[src/rtl/tap_pkg.sv]
package tap_pkg;

    typedef enum logic [3:0] {
        S_RESET, S_IDLE,
        S_SEL_DR, S_CAP_DR, S_SH_DR, S_EX1_DR, S_PAUSE_DR, S_EX2_DR, S_UPD_DR,
        S_SEL_IR, S_CAP_IR, S_SH_IR, S_EX1_IR, S_PAUSE_IR, S_EX2_IR, S_UPD_IR
    } tap_state_e;

    typedef enum logic [1:0] {
        SEL_BYPASS, SEL_IDWORD, SEL_CHAIN
    } dr_sel_e;

    typedef struct packed {
        logic [3:0]  rev;
        logic [4:0]  depth;
        logic [4:0]  width;
        logic [5:0]  dev;
        logic [10:0] mfr;
        logic        marker;
    } id_word_t;

    localparam int ID_BITS = $bits(id_word_t);

    function automatic tap_state_e next_state(tap_state_e s, logic tms);
        tap_state_e n;
        unique case (s)
            S_RESET:    n = tms ? S_RESET    : S_IDLE;
            S_IDLE:     n = tms ? S_SEL_DR   : S_IDLE;
            S_SEL_DR:   n = tms ? S_SEL_IR   : S_CAP_DR;
            S_CAP_DR:   n = tms ? S_EX1_DR   : S_SH_DR;
            S_SH_DR:    n = tms ? S_EX1_DR   : S_SH_DR;
            S_EX1_DR:   n = tms ? S_UPD_DR   : S_PAUSE_DR;
            S_PAUSE_DR: n = tms ? S_EX2_DR   : S_PAUSE_DR;
            S_EX2_DR:   n = tms ? S_UPD_DR   : S_SH_DR;
            S_UPD_DR:   n = tms ? S_SEL_DR   : S_IDLE;
            S_SEL_IR:   n = tms ? S_RESET    : S_CAP_IR;
            S_CAP_IR:   n = tms ? S_EX1_IR   : S_SH_IR;
            S_SH_IR:    n = tms ? S_EX1_IR   : S_SH_IR;
            S_EX1_IR:   n = tms ? S_UPD_IR   : S_PAUSE_IR;
            S_PAUSE_IR: n = tms ? S_EX2_IR   : S_PAUSE_IR;
            S_EX2_IR:   n = tms ? S_UPD_IR   : S_SH_IR;
            S_UPD_IR:   n = tms ? S_SEL_DR   : S_IDLE;
            default:    n = S_RESET;
        endcase
        return n;
    endfunction

    function automatic id_word_t make_id(logic [3:0] rev, logic [4:0] depth,
                                         logic [4:0] width, logic [5:0] dev,
                                         logic [10:0] mfr);
        id_word_t w;
        w.rev    = rev;
        w.depth  = depth;
        w.width  = width;
        w.dev    = dev;
        w.mfr    = mfr;
        w.marker = 1'b1;
        return w;
    endfunction

endpackage

[src/rtl/tap_fsm.sv]
module tap_fsm
    import tap_pkg::*;
(
    input  logic       tck,
    input  logic       rst,
    input  logic       tms,
    output tap_state_e state
);

    always_ff @(posedge tck) begin
        if (rst) state <= S_RESET;
        else     state <= next_state(state, tms);
    end

endmodule

[src/rtl/tap_ir.sv]
module tap_ir
    import tap_pkg::*;
#(
    parameter int IR_W       = 3,
    parameter int CODE_ID    = 1,
    parameter int CODE_CHAIN = 2
) (
    input  logic            tck,
    input  logic            rst,
    input  logic            tdi,
    input  tap_state_e      state,
    output logic [IR_W-1:0] ir_sh,
    output logic [IR_W-1:0] ir_act,
    output dr_sel_e         dr_sel
);

    localparam logic [IR_W-1:0] CAP_PAT = IR_W'(1);
    localparam logic [IR_W-1:0] ID_C    = IR_W'(CODE_ID);
    localparam logic [IR_W-1:0] CHAIN_C = IR_W'(CODE_CHAIN);

    always_ff @(posedge tck) begin
        if (rst) begin
            ir_sh  <= CAP_PAT;
            ir_act <= ID_C;
        end else begin
            unique case (state)
                S_CAP_IR: ir_sh  <= CAP_PAT;
                S_SH_IR:  ir_sh  <= {tdi, ir_sh[IR_W-1:1]};
                S_UPD_IR: ir_act <= ir_sh;
                S_RESET:  ir_act <= ID_C;
                default:  ;
            endcase
        end
    end

    always_comb begin
        if (ir_act == ID_C)         dr_sel = SEL_IDWORD;
        else if (ir_act == CHAIN_C) dr_sel = SEL_CHAIN;
        else                        dr_sel = SEL_BYPASS;
    end

endmodule

[src/rtl/tap_dr.sv]
module tap_dr
    import tap_pkg::*;
#(
    parameter int                    CHAIN_LEN = 8,
    parameter logic [ID_BITS-1:0]    ID_WORD   = '1
) (
    input  logic                 tck,
    input  logic                 rst,
    input  logic                 tdi,
    input  tap_state_e           state,
    input  dr_sel_e              dr_sel,
    input  logic [CHAIN_LEN-1:0] chain_cap,
    output logic                 byp_q,
    output logic                 dr_lsb
);

    logic [ID_BITS-1:0]   id_q;
    logic [CHAIN_LEN-1:0] chain_q;
    logic                 cap_en;
    logic                 sh_en;

    assign cap_en = (state == S_CAP_DR);
    assign sh_en  = (state == S_SH_DR);

    always_ff @(posedge tck) begin
        if (rst) begin
            byp_q <= 1'b0;
            id_q  <= '0;
        end else begin
            if (cap_en && dr_sel == SEL_BYPASS) byp_q <= 1'b0;
            if (sh_en  && dr_sel == SEL_BYPASS) byp_q <= tdi;
            if (cap_en && dr_sel == SEL_IDWORD) id_q  <= ID_WORD;
            if (sh_en  && dr_sel == SEL_IDWORD) id_q  <= {tdi, id_q[ID_BITS-1:1]};
        end
    end

    generate
        if (CHAIN_LEN > 1) begin : g_chain_multi
            always_ff @(posedge tck) begin
                if (rst)                                  chain_q <= '0;
                else if (cap_en && dr_sel == SEL_CHAIN)   chain_q <= chain_cap;
                else if (sh_en  && dr_sel == SEL_CHAIN)   chain_q <= {tdi, chain_q[CHAIN_LEN-1:1]};
            end
        end else begin : g_chain_single
            always_ff @(posedge tck) begin
                if (rst)                                  chain_q <= '0;
                else if (cap_en && dr_sel == SEL_CHAIN)   chain_q <= chain_cap;
                else if (sh_en  && dr_sel == SEL_CHAIN)   chain_q <= tdi;
            end
        end
    endgenerate

    always_comb begin
        unique case (dr_sel)
            SEL_IDWORD: dr_lsb = id_q[0];
            SEL_CHAIN:  dr_lsb = chain_q[0];
            default:    dr_lsb = byp_q;
        endcase
    end

endmodule

[src/rtl/tap_top.sv]
module tap_top
    import tap_pkg::*;
#(
    parameter int          IR_W       = 3,
    parameter int          CHAIN_LEN  = 8,
    parameter int          CODE_ID    = 1,
    parameter int          CODE_CHAIN = 2,
    parameter logic [3:0]  REV        = 4'h0,
    parameter logic [4:0]  DEPTH      = 5'b00111,
    parameter logic [4:0]  WIDTH      = 5'b00011,
    parameter logic [5:0]  DEV_ID     = 6'h00,
    parameter logic [10:0] MFR_CODE   = 11'b00000101100
) (
    input  logic                 tck,
    input  logic                 rst,
    input  logic                 tms,
    input  logic                 tdi,
    input  logic [CHAIN_LEN-1:0] chain_cap,
    output logic                 tdo,
    output logic                 tdo_oe
);

    localparam logic [ID_BITS-1:0] ID_WORD = make_id(REV, DEPTH, WIDTH, DEV_ID, MFR_CODE);

    tap_state_e      state;
    logic [IR_W-1:0] ir_sh;
    logic [IR_W-1:0] ir_act;
    dr_sel_e         dr_sel;
    logic            byp_q;
    logic            dr_lsb;

    tap_fsm u_fsm (
        .tck   (tck),
        .rst   (rst),
        .tms   (tms),
        .state (state)
    );

    tap_ir #(
        .IR_W       (IR_W),
        .CODE_ID    (CODE_ID),
        .CODE_CHAIN (CODE_CHAIN)
    ) u_ir (
        .tck    (tck),
        .rst    (rst),
        .tdi    (tdi),
        .state  (state),
        .ir_sh  (ir_sh),
        .ir_act (ir_act),
        .dr_sel (dr_sel)
    );

    tap_dr #(
        .CHAIN_LEN (CHAIN_LEN),
        .ID_WORD   (ID_WORD)
    ) u_dr (
        .tck       (tck),
        .rst       (rst),
        .tdi       (tdi),
        .state     (state),
        .dr_sel    (dr_sel),
        .chain_cap (chain_cap),
        .byp_q     (byp_q),
        .dr_lsb    (dr_lsb)
    );

    // Output retimed on the falling edge of the test clock.
    always_ff @(negedge tck) begin
        if (rst) begin
            tdo    <= 1'b0;
            tdo_oe <= 1'b0;
        end else begin
            unique case (state)
                S_SH_IR: begin tdo <= ir_sh[0]; tdo_oe <= 1'b1; end
                S_SH_DR: begin tdo <= dr_lsb;   tdo_oe <= 1'b1; end
                default: begin tdo <= 1'b0;     tdo_oe <= 1'b0; end
            endcase
        end
    end

endmodule

[config.mk]
export PLATFORM = sky130hd
export DESIGN_NAME = tap_top
export DESIGN_NICKNAME = d
export VERILOG_FILES = /design/src/rtl/tap_pkg.sv /design/src/rtl/tap_fsm.sv /design/src/rtl/tap_ir.sv /design/src/rtl/tap_dr.sv /design/src/rtl/tap_top.sv
export SDC_FILE = /design/constraint.sdc
export NUM_CORES = 1
export LEC_CHECK = 0
export ABC_AREA = 1
export BUFFER_PORTS_ARGS = -buffer_cell sky130_fd_sc_hd__buf_2
export CAP_MARGIN = 20
export CORE_MARGIN = 5
export CORE_UTILIZATION = 60
export DETAILED_ROUTE_END_ITERATION = 10
export HOLD_SLACK_MARGIN = 0.03
export PLACE_DENSITY = 0.89
export SYNTH_ARGS = -nofsm -noshare
export SYNTH_HDL_FRONTEND = slang
export SYNTH_HIERARCHICAL = 1
export SYNTH_SLANG_ARGS = --single-unit
[constraint.sdc]
create_clock -name tck -period 4.6 [get_ports tck]
set_input_delay 0.23 -clock tck [delete_from_list [all_inputs] [get_ports tck]]
set_output_delay 0.23 -clock tck [all_outputs]
set_load 0.02 [all_outputs]
======== Word-level counts from Yosys, hierarchy flattened ========
Cells that the tools add are included.
word-level totals
  bits of input ports ..................... 12
  output and inout port bits .............. 2
  bits in latches ......................... 0
  flip-flop bits (word level) ............. 53
  memories kept ........................... 0
  logic and storage cells ................. 70
  RAM bits ................................ 0
  bits in read-only memories .............. 0
operators by class
  $mul .................................... 0
  div/mod/pow operators ................... 0
  reductions and logical operators ........ 17
  shift operators ......................... 0
  bitwise logic cells ..................... 0
  $add $sub $neg .......................... 0
  magnitude comparators ................... 0
  equal/unequal tests ..................... 19
  muxes and demuxes ....................... 26
operators by type and width
  operator                                                               number
  32-bit two-way mux                                                     2
  4-bit case mux with 12 select lines                                    1
  4-bit equality test, second input constant                             8
  4-bit by 3-bit equality test with 1-bit output, second input constant  4
  4-bit two-way mux                                                      4
  8-bit two-way mux                                                      2
  3-bit case mux with 2 select lines                                     2
  2-bit two-way mux                                                      5
  2-bit nonzero test                                                     5
  4-bit by 2-bit equality test with 1-bit output, second input constant  2
  1-bit logical AND                                                      6
  1-bit two-way mux                                                      6
  3-bit two-way mux                                                      2
  2-bit OR reduction                                                     3
  4-bit by 1-bit equality test with 1-bit output, second input constant  1
  4-bit zero test                                                        1
  1-bit case mux with 2 select lines                                     2
  3-bit by 1-bit equality test with 1-bit output, second input constant  1
  3-bit by 2-bit equality test with 1-bit output, second input constant  1
  3-bit OR reduction                                                     1
  2-bit by 1-bit equality test with 1-bit output, second input constant  1
  2-bit equality test, second input constant                             1
  2-bit zero test                                                        1

======== Logic depth before layout (Yosys ltp) ========
  word-level depth ........................ 7
  mapped depth ............................ 10
  gate-level depth less buffers ........... 9

======== Modules after synthesis ========
Netlist, hierarchy kept.
modules (own cells, without submodules)
  module   area an instance (um^2)  seq. area each (um^2)  cells each  instances
  tap_dr   1815.5                   820.8                  238         1
  tap_fsm  391.6                    80.1                   64          1
  tap_ir   287.8                    120.1                  43          1
  tap_top  111.4                    40.0                   16          1

==> out/qor.yml <==
global_routing:
  grt_pass1_vias: 2171
  overflow: 0
  grt_antenna_before_repair: 0
  track_usage_pct: 18.46
  grt_pass1_wl_um: 9149
  grt_start_max_net_pins: 34
placed_design:
  post-place-ws_ps: 722.7
  portBuffers: 13
  hpwl_um: 3550
  finalWeightedCongestion: 0.8682
critical_path:
  ff2ff_setup_slack_ps: 730
  endpoint_kind: "flip-flop"
  cp_max_fo: 12
  startpoint_type: "flip-flop"
  required_ps: 2580
  critPathArrivalTime_ps: 1850
  path_class: "flip-flop to flip-flop"
sta:
  tns_ps: 0
  setup-violations-final: 0
  fin_ws_ps: 731.5
  slew_violations: 0
  rsz0062_at_grt: "no"
  slew_headroom_pct: 50.82
  finClkSkew_ps: 52.27
  whs_ps: 167.5
  worst_pin_slew_ps: 736.6
  hold_viol: 0
job:
  maxCapViolCount: 0
layout:
  final_cell_mix: "73 x nand2_1, 53 x dfxtp_1, 50 x a21oi_1, 46 x nand3_1, 32 x nor2_1"
  mostFrequentLayoutCell: "nand2_1"
  drive_gt1_share_pct: 14.63
  multi_input_area_um2: 1295
  n_antenna_cell: 0
  n_fill_cell: 359
  nNetsFinal: 383
  register_area_um2: 1061
  syn2layout_area_growth_pct: 5.089
clocking:
  post-cts-setup-buffers: 0
  clk_latency_ps: 350
  cts-htree-levels: 2
  clock_path_buffers: 2
  clk_pin_slew_worst_paths_ps: 100
  cts_tree: "yes"
  cts_root_buf: "clkbuf_8"
  postCtsHoldBufs: 0
  cts_resized: 0
  clock_sinks: 53
  cts_buffers: 5
floorplanning:
  rows: 24
  initial_core_util_pct: 60.69
  design.die.area_um2: 5762
  fp.coreArea_um2: 4294
  fp.dieH_um: 75.91
  ios: 14
  die_x_um: 75.91
synthesis:
  netlist_instances: 361
  synth_top_cells_by_area: "dfxtp_1 41%, nand2_1 11%, a21oi_1 9.6%"
  seq_area_frac_synth_pct: 40.71
  synth_top_area_share_pct: 40.71
  synth_nets: 376
  syn_avg_cell_area_um2: 7.220
  yosys_warnings: 6
  syn_area_um2: 2606
  ys_ff_latch: 53
  yosysTopAreaCell: "dfxtp_1"
  ys_types: 27
power:
  ir_worst_vdd_uv: 169.0
  p_int_w: 0.0005953
  switching_share_pct: 25.75
  p_total_w: 0.0008017
  power.density_nw_per_um2: 292.7
  comb_power_share_pct: 7.5
  p_switching_w: 0.0002064
  pwr-share-clk_pct: 34.2
  p_leak_nw: 1.126
  seqPwrFrac_pct: 58.3
min_path:
  min_path_type: "input port to flip-flop"
detailed_routing:
  drc: 0
  vias_per_cell: 5.473
  postRouteAntennaNets: 0
  num_vias: 2304
  first_pass_iters: 4
  wl_per_cell_um: 12.39
  routed_wl_um: 5218
  drt_iter0_drc: 179
outcome:
  run_status: "complete, no violations"
==> synth_stat cells <==
cell	n
a21oi_1	50
a21oi_2	2
a31oi_1	1
and3_1	1
buf_2	7
buf_4	1
buf_6	6
clkbuf_1	4
clkinv_2	1
dfxtp_1	53
ha_1	3
inv_1	28
inv_2	4
nand2_1	73
nand2_2	6
nand2_4	1
nand3_1	46
nand3_2	4
nand3b_1	10
nand4_1	2
nor2_1	32
nor2_2	4
nor2_4	4
nor3_1	1
o211ai_1	2
o21ai_0	12
o21ai_2	3
==> routing by layer <==
| layer | up-vias | wire [um] | track usage, % |
|---|---|---|---|
| met1 | 1049 | 2295 | 21.52 |
| met3 | 2 | 277 | 4.976 |
| li1 | 1195 | - | - |
| met5 | - | 0 | 0 |
| met4 | 0 | 28 | 5.160 |
| met2 | 58 | 2616 | 32.79 |
==> path summary, 6_finish.rpt <==
kind,start,to,depth (start not counted)
setup / recovery,u_ir/ir_act[1]$_SDFFE_PP0P_,tdo$_SDFF_NP0_,8
hold / removal,rst,u_dr/byp_q$_SDFFE_PP0P_,2
setup reg to reg,u_ir/ir_act[1]$_SDFFE_PP0P_,tdo$_SDFF_NP0_,8
hold reg to reg,u_dr/id_q[16]$_SDFFE_PP0P_,u_dr/id_q[15]$_SDFFE_PP0P_,2
==> area by class of cell <==
| cell class | count | area share (%) |
|---|---|---|
| timing repair buffer | 17 | 3.472 |
| clock buffer | 5 | 2.513 |
| tap | 52 | 2.376 |
| clock inverter | 5 | 1.188 |
| multi-input combinational | 257 | 47.28 |
| inverter | 32 | 4.431 |
| sequential | 53 | 38.74 |
==> registers in the layout (all words and copies together), names as in the netlist <==
register,count
u_ir/ir_sh,3
tdo,1
u_fsm/state,4
u_dr/chain_q,8
u_dr/byp_q,1
u_dr/id_q,32
u_ir/ir_act,3
tdo_oe,1
==> cells by family after synthesis <==
group / count (synthesis) / share of synthesized area, %
fa+ha+maj: 3 / 1.440
compound gates: 70 / 14.40
flops: 53 / 40.71
simple gates: 184 / 33.85
buf+inv: 51 / 9.601
==> power groups by stage <==
stage / Combinational [W] / Sequential (W) / Clock, W
floorplan: 0.0000431 / 0.000480 / 0.00000409
global placement: 0.0000583 / 0.000477 / 0.00000409
detailed placement: 0.0000599 / 0.000478 / 0.00000409
CTS: 0.0000603 / 0.000467 / 0.000280
global route: 0.0000678 / 0.000468 / 0.000306
finish: 0.0000604 / 0.000467 / 0.000274
==> stage by stage <==
step                      instances  util, %  cell area [um^2]
after floorplan                 361        -              2606
after global placement          412    61.51              2641
after detailed placement        412    61.51              2641
after CTS                       421    63.78              2739
after global routing            421    63.78              2739
final                           421    63.78              2739
==> worst max-delay path, stage by stage, from the launching register on <==
cell     delay, ps
dfxtp_1        320
inv_1           60
nand2_1         40
nor2_1         140
ha_1           450
nand2_1        100
a31oi_1        190
nand3_2        100
a21oi_2        140
Power figures use the tool's default switching activity.
